File: src/rtl/sdram_cmd_tracker.sv
module sdram_cmd_tracker #(
  parameter int ORG       = 0,
  parameter int BURST_LEN = 4,
  parameter int ROW_W     = 13,
  parameter int BA_W      = 2,
  localparam int NBANK    = 1 << BA_W,
  localparam int COL_W    = (ORG == 0) ? 11 : (ORG == 1) ? 10 : 9,
  localparam int CNT_W    = $clog2(BURST_LEN + 1)
) (
  input  logic                   clk,
  input  logic                   rst_n,
  input  logic                   cke,
  input  logic                   cs_n,
  input  logic                   ras_n,
  input  logic                   cas_n,
  input  logic                   we_n,
  input  logic [ROW_W-1:0]       addr,
  input  logic [BA_W-1:0]        ba,
  output logic                   cmd_act,
  output logic                   cmd_rd,
  output logic                   cmd_wr,
  output logic                   cmd_pre,
  output logic                   cmd_ref,
  output logic                   cmd_mrs,
  output logic                   cmd_bst,
  output logic [BA_W-1:0]        cmd_bank,
  output logic [ROW_W-1:0]       cmd_row,
  output logic [COL_W-1:0]       cmd_col,
  output logic                   cmd_ap,
  output logic [NBANK-1:0]       bank_open,
  output logic [NBANK*ROW_W-1:0] open_rows,
  output logic                   proto_err,
  output logic                   low_power
);

  logic             accept;
  logic [2:0]       rcw;
  logic             is_act, is_rd, is_wr, is_pre, is_ref, is_mrs, is_bst;
  logic             tgt_open, any_open, err_d;
  logic [COL_W-1:0] col_in;

  logic [ROW_W-1:0] row_q [NBANK];
  logic [CNT_W-1:0] cnt_q [NBANK];

  assign accept   = cke & ~cs_n;
  assign rcw      = {ras_n, cas_n, we_n};
  assign is_act   = accept && rcw == 3'b011;
  assign is_rd    = accept && rcw == 3'b101;
  assign is_wr    = accept && rcw == 3'b100;
  assign is_pre   = accept && rcw == 3'b010;
  assign is_ref   = accept && rcw == 3'b001;
  assign is_mrs   = accept && rcw == 3'b000;
  assign is_bst   = accept && rcw == 3'b110;
  assign tgt_open = bank_open[ba];
  assign any_open = |bank_open;
  assign err_d    = (is_act & tgt_open) | ((is_rd | is_wr) & ~tgt_open) | (is_ref & any_open);

  generate
    if (ORG == 0) begin : g_col_split
      assign col_in = {addr[11], addr[9:0]};
    end else begin : g_col_flat
      assign col_in = addr[COL_W-1:0];
    end
    for (genvar g = 0; g < NBANK; g++) begin : g_rows
      assign open_rows[g*ROW_W +: ROW_W] = row_q[g];
    end
  endgenerate

  always_ff @(posedge clk or negedge rst_n) begin
    if (!rst_n) begin
      {cmd_act, cmd_rd, cmd_wr, cmd_pre, cmd_ref, cmd_mrs, cmd_bst} <= '0;
      cmd_bank  <= '0;
      cmd_row   <= '0;
      cmd_col   <= '0;
      cmd_ap    <= 1'b0;
      proto_err <= 1'b0;
      low_power <= 1'b0;
    end else begin
      {cmd_act, cmd_rd, cmd_wr, cmd_pre, cmd_ref, cmd_mrs, cmd_bst} <=
        {is_act, is_rd, is_wr, is_pre, is_ref, is_mrs, is_bst};
      cmd_ap    <= (is_rd | is_wr) & tgt_open & addr[10];
      proto_err <= err_d;
      low_power <= ~cke;
      if (accept) begin
        cmd_bank <= ba;
        cmd_row  <= addr;
        cmd_col  <= col_in;
      end
    end
  end

  always_ff @(posedge clk or negedge rst_n) begin
    if (!rst_n) begin
      bank_open <= '0;
      for (int b = 0; b < NBANK; b++) begin
        row_q[b] <= '0;
        cnt_q[b] <= '0;
      end
    end else if (cke) begin
      for (int b = 0; b < NBANK; b++) begin
        if (cnt_q[b] != '0) begin
          cnt_q[b] <= cnt_q[b] - 1'b1;
          if (cnt_q[b] == CNT_W'(1)) bank_open[b] <= 1'b0;
        end
        if (is_act && ba == BA_W'(b) && !bank_open[b]) begin
          bank_open[b] <= 1'b1;
          row_q[b]     <= addr;
        end
        if (is_pre && (addr[10] || ba == BA_W'(b))) begin
          bank_open[b] <= 1'b0;
          cnt_q[b]     <= '0;
        end
        if ((is_rd || is_wr) && ba == BA_W'(b) && bank_open[b] && addr[10])
          cnt_q[b] <= CNT_W'(BURST_LEN);
      end
    end
  end

endmodule

File: config.mk
export PLATFORM = sky130hd
export DESIGN_NAME = sdram_cmd_tracker
export DESIGN_NICKNAME = d
export VERILOG_FILES = /design/src/rtl/sdram_cmd_tracker.sv
export SDC_FILE = /design/constraint.sdc
export NUM_CORES = 1
export LEC_CHECK = 0
export BUFFER_PORTS_ARGS = -buffer_cell sky130_fd_sc_hd__buf_2
export CORE_MARGIN = 2
export CORE_UTILIZATION = 45
export CTS_CLUSTER_DIAMETER = 120
export DETAILED_ROUTE_END_ITERATION = 10
export PLACE_DENSITY = 0.7
export SLEW_MARGIN = 40
export SYNTH_ARGS = -nofsm -noshare
export SYNTH_HDL_FRONTEND = slang
export SYNTH_SLANG_ARGS = --single-unit
File: constraint.sdc
create_clock -name clk -period 2.2 [get_ports clk]
set_clock_uncertainty 0.2 [all_clocks]
set_input_delay 0.44 -clock clk [delete_from_list [all_inputs] [get_ports clk]]
set_output_delay 0.44 -clock clk [all_outputs]
set_load 0.02 [all_outputs]
=== After elaboration in Yosys (flattened, before gate mapping) ===
Index checks and enable logic that the tools add are counted.

* Equality and inequality tests: 13
* Bitwise gates (word level): 12
* Reductions and logical operators: 71
* $lt $le $gt $ge: 1
* $add $sub $neg: 4
* Multiplexer cells: 30

{| class="wikitable"
|+ Operators by type and width
! kind !! count
|-
| $reduce_bool A3 Y1 || 16
|-
| $mux W3 || 12
|-
| $logic_and A1 B1 Y1 || 31
|-
| $mux W1 || 17
|-
| $reduce_and A2 Y1 || 8
|-
| $eq A3 B1 Y1 const B || 5
|-
| $reduce_and A3 Y1 || 4
|-
| $sub A3 B1 Y3 const B || 4
|-
| $eq A3 B3 Y1 const B || 3
|-
| $and A1 B1 Y1 || 6
|-
| $eq A3 B2 Y1 const B || 2
|-
| $logic_or A1 B1 Y1 || 5
|-
| $eq A2 B2 Y1 const B || 2
|-
| $logic_not A1 Y1 || 4
|-
| $reduce_or A4 Y1 || 1
|-
| $logic_not A3 Y1 || 1
|-
| $lt A2 B3 Y1 const B || 1
|-
| $not A1 Y1 || 3
|-
| $or A1 B1 Y1 || 3
|-
| $bmux W1 S2 || 1
|-
| $eq A2 B1 Y1 const B || 1
|-
| $logic_not A2 Y1 || 1
|}

* Bits of input ports: 22
* Flip-flop bits (word level): 104
* Logic and storage cells: 156
* Output and inout bits: 92

=== Longest topological paths before layout ===
* Word-level depth: 9
* Depth in mapped cells: 7
* Depth with buffers taken out: 6

=== Least setup slack after synthesis ===
Ideal clock, no wire load.

* Kind: input -> register
* Start point: input cas_n
* End point: register row_q (netlist bit open_rows[43])
* Slack: 0.286 ns
* Data required time: 1.875 ns
* Path buffers: 3
* Cell stages on the path: 7
* Arrival: 1.588 ns
* Setup time: 0.125 ns
* Path through: buf_4 -> nand3b_4 -> nor2_8 -> and3_4 -> buf_6 -> buf_12 -> mux2_4

* Word-level cells in the longest chain between the ends: 5

{| class="wikitable"
|+ RTL lines
! element !! RTL line !! source
|-
| start: declaration || 15 || <nowiki>input logic cas_n,</nowiki>
|-
| $eq A3 B2 Y1 || 47 || <nowiki>assign is_act = accept && rcw == 3'b011;</nowiki>
|-
| $logic_and A1 B1 Y1 || 47 ||
|-
| via is_act || 38 || <nowiki>logic is_act, is_rd, is_wr, is_pre, is_ref, is_mrs, is_bst;</nowiki>
|-
| $logic_and A1 B1 Y1 (2 in a row) || 105 || <nowiki>if (is_act && ba == BA_W'(b) && !bank_open[b]) begin</nowiki>
|-
| $reduce_and A2 Y1 (no line) || - ||
|-
| end signal: indexed assignment || 107 || <nowiki>row_q[b] <= addr;</nowiki>
|-
| end: declaration || 42 || <nowiki>logic [ROW_W-1:0] row_q [NBANK];</nowiki>
|}

The timed path passes the listed nets, and every way through them passes these cells.
A chain may end at the register's enable or synchronous reset.

=== Worst setup path in the final report ===
* Start point: input cas_n
* End point: register row_q (netlist bit open_rows[40])

The elaborated chain is that of the path after synthesis.

==> results.sh <==
export IMPL_cts_setup_buffers=0
export IMPL_arrival_ps=1750
export IMPL_start_util_pct=45.5
export IMPL_antenna_cells=0
export IMPL_post_place_cell_area_sq_mm=0.00475
export IMPL_cts_sinks=93
export IMPL_final_min_period_over_clock_period_pct=78.1
export IMPL_hold_path_endpoint="cmd_row[8]"
export IMPL_synthFlopType="sky130_fd_sc_hd__dfrtp_1"
export IMPL_yosysSeqAreaShare_pct=56.1
export IMPL_worst_setup_path_type="in -> reg"
export IMPL_grt_pass1_wl_um=14500
export IMPL_cts_repair_resize_count=0
export IMPL_clockPowerShare_pct=21.4
export IMPL_largest_net_degree_at_the_start_of_global_routing=35
export IMPL_timing_worst_slew_pin_value_ps=528
export IMPL_wl_um=9000
export IMPL_antenna_violations_before_repair=0
export IMPL_worstPathRequired_ps=2230
export IMPL_drt_pass1_iter_count=4
export IMPL_root_buffer="sky130_fd_sc_hd__clkbuf_8"
export IMPL_post_synth_main_area_contributors="sky130_fd_sc_hd__dfrtp_1 56%, sky130_fd_sc_hd__mux2_2 12%, sky130_fd_sc_hd__nand2_1 4.6%"
export IMPL_synth_ff_latch_count=93
export IMPL_insertion_delay_ps=350
export IMPL_synth_fp_nets=369
export IMPL_max_clock_path_buffers=2
export IMPL_n_fill_cell=800
export IMPL_grtUsageTotal_pct=18.5
export IMPL_area_of_all_placed_cells_without_fillers_sq_mm=0.00494
export IMPL_clkSlewWorstSetupHoldPaths_ps=90
export IMPL_dieHeight_um=100
export IMPL_syn_cell_area_sq_mm=0.00415
export IMPL_min_delay_start="addr[8]"
export IMPL_num_io_pins=114
export IMPL_nets=477
export IMPL_worst_path_max_fanout=14
export IMPL_status="completed"
export IMPL_worst_r2r_path_depth=2
export IMPL_synth_top_cells_by_count="93 x sky130_fd_sc_hd__dfrtp_1, 51 x sky130_fd_sc_hd__nand2_1, 43 x sky130_fd_sc_hd__mux2_2"
export IMPL_comb_power_share_pct=32.1
export IMPL_routed_via_count_divided_by_cell_count=5.24
export IMPL_worst_r2r_startpoint="bank_open[3]"
export IMPL_drt_initial_drc_count=119
export IMPL_die_area_sq_mm=0.0100
export IMPL_syn_mean_instance_area_sq_um=12.4
export IMPL_detailedPlacementHpwl_um=6470
export IMPL_yosys_warnings=0
export IMPL_ant_nets=0
export IMPL_finalHoldViolations=0
export IMPL_drc=0
export IMPL_cts_hold_buf=1
export IMPL_leakagePower_nw=2.67
export IMPL_vias_in_the_first_global_route=2867
export IMPL_vias=2927
export IMPL_port_buffers=113
export IMPL_power_density_cell_area_mw_per_mm2=990
export IMPL_timing_critical_path_to_type="flop"
export IMPL_row_count=35
export IMPL_sequential_share_of_power_pct=46.6
export IMPL_globalplace_congestion=0.783
export IMPL_synthDominantAreaCellType="sky130_fd_sc_hd__dfrtp_1"
export IMPL_synth_cells=335
export IMPL_netSwitchingPower_w=0.00179
export IMPL_setup_tns_final_ps=0
export IMPL_min_delay_path_class="in -> reg"
export IMPL_cell_internal_pwr_w=0.00310
export IMPL_min_path_cells=3
export IMPL_max_freq_mhz=582
export IMPL_clock_tree_htree_level_count=3
export IMPL_tritoncts_clock_tree="built"
export IMPL_grt_ovfl_total=0
export IMPL_cts_made_buffers=9
export IMPL_pins_over_slew_limit=0
export IMPL_wire_per_inst_um=16.1
export IMPL_max_slew_margin_rel_pct=64.7
export IMPL_synth_most_common_cell="sky130_fd_sc_hd__dfrtp_1"
export IMPL_worst_setup_path_start_kind="primary input"
export IMPL_power_switching_share_pct=36.6
export IMPL_die_w_um=100
export IMPL_drv_cap=0
export IMPL_ir_drop_mv=0.375
export IMPL_period_minus_slack_ps=1720
export IMPL_synth_enable_flop_cells=0
export IMPL_reg2reg_slack_ps=480
export IMPL_fin_worst_hold_slack_ps=138
export IMPL_finish_utilization_pct=54.2
export IMPL_design_power_total_w=0.00489
export IMPL_netlist_area_leader_share_pct=56.1
export IMPL_final_layout_size_suffix_gt1_share_pct=43.8
export IMPL_final_count_of_negative_setup_slack_endpoints=0
export IMPL_grt_setup_unrepaired="false"
export IMPL_area_growth_synth_to_finish_pct=19.0
export IMPL_synth_cell_type_count=39
export IMPL_design_core_area_sq_mm=0.00911
export IMPL_timing_rr_end="proto_err"
export IMPL_synth_async_sr_flop_share_pct=100
per-layer routing:
metal	track usage, %	vias up	share of wire, %
met4	7.17	0	2.0
met3	3.06	14	5.2
met2	30.0	101	47
met5	0	-	0
met1	25.2	1441	46
li1	-	1371	-
worst max path at each step:
stage | startpoint | to | slack (ps) | depth (start not counted)
3_5_place_dp | cas_n | open_rows[40] | 110 | 5
2_1_floorplan | cas_n | open_rows[43] | 290 | 7
5_1_grt | bank_open[1] | proto_err | 400 | 2
4_1_cts | bank_open[3] | proto_err | 490 | 2
6_report | cas_n | open_rows[40] | 480 | 5
3_3_place_gp | cas_n | open_rows[39] | 160 | 5
cell type report:
cell class	instances	area (sq um)	share of cell area, %
clock buffers	10	128	2.59
clock inverters	6	47.5	0.963
flip-flops and latches	93	2330	47.1
well taps	111	139	2.81
inverters	15	56.3	1.14
multi-input cells	203	1600	32.3
repair buffers	121	643	13.0
layout by cell type, fill, tap and decap left out, types with 2 or more instances in the layout:
master / instances
sky130_fd_sc_hd__mux2_4: 9
sky130_fd_sc_hd__ha_1: 12
sky130_fd_sc_hd__buf_2: 112
sky130_fd_sc_hd__mux2_2: 43
sky130_fd_sc_hd__clkinvlp_4: 3
sky130_fd_sc_hd__nor3_1: 3
sky130_fd_sc_hd__inv_1: 14
sky130_fd_sc_hd__o2111ai_1: 6
sky130_fd_sc_hd__a311oi_1: 4
sky130_fd_sc_hd__nand3_1: 5
sky130_fd_sc_hd__clkbuf_8: 9
sky130_fd_sc_hd__nor2_1: 10
sky130_fd_sc_hd__nand3_4: 3
sky130_fd_sc_hd__o22ai_1: 4
sky130_fd_sc_hd__and2b_1: 2
sky130_fd_sc_hd__a21oi_1: 9
sky130_fd_sc_hd__nand4_1: 10
sky130_fd_sc_hd__dfrtp_1: 93
sky130_fd_sc_hd__buf_4: 7
sky130_fd_sc_hd__and2_1: 2
sky130_fd_sc_hd__o21ai_0: 3
sky130_fd_sc_hd__nand3b_1: 4
sky130_fd_sc_hd__a31oi_1: 4
sky130_fd_sc_hd__nor2b_1: 7
sky130_fd_sc_hd__nand2_1: 51
power by group through the flow:
stage / clock, W / combinational, W / sequential, W
final: 0.00104 / 0.00157 / 0.00228
after global routing: 0.00114 / 0.00173 / 0.00232
after CTS: 0.00107 / 0.00158 / 0.00227
after detailed placement: 0 / 0.00157 / 0.00231
after global placement: 0 / 0.00151 / 0.00229
after floorplan: 0 / 0.000788 / 0.00257
metrics by stage:
| stage | worst slack, ps | cells |
|---|---|---|
| finish | 481 | 559 |
| floorplan | 286 | 335 |
| detailed placement | 106 | 542 |
| global route | 401 | 559 |
| CTS | 495 | 559 |
| global placement | 159 | 542 |
cells by family after synthesis:
| family | after synthesis | synth area share (%) |
|---|---|---|
| DFF | 93 | 56.1 |
| muxes | 53 | 15.5 |
| AOI/OAI and AO/OA | 32 | 5.16 |
| buffers and inverters | 39 | 5.46 |
| adders and majority gates | 12 | 3.62 |
| and+or+nand+nor | 106 | 14.2 |
state kept, by name, summed over array words and instances, names as in the netlist:
signal     count
bank_open      4
cmd_act        1
cmd_ap         1
cmd_bank       2
cmd_bst        1
cmd_mrs        1
cmd_pre        1
cmd_rd         1
cmd_ref        1
cmd_row       13
cmd_wr         1
cnt_q         12
low_power      1
open_rows     52
proto_err      1
critical path: stages:
cell and delay (ps):
sky130_fd_sc_hd__buf_2 200, sky130_fd_sc_hd__nand3b_4 140, sky130_fd_sc_hd__nor2_8 200, sky130_fd_sc_hd__and3_4 380
sky130_fd_sc_hd__mux2_2 370
No activity file was read; power rests on OpenSTA's default activity.
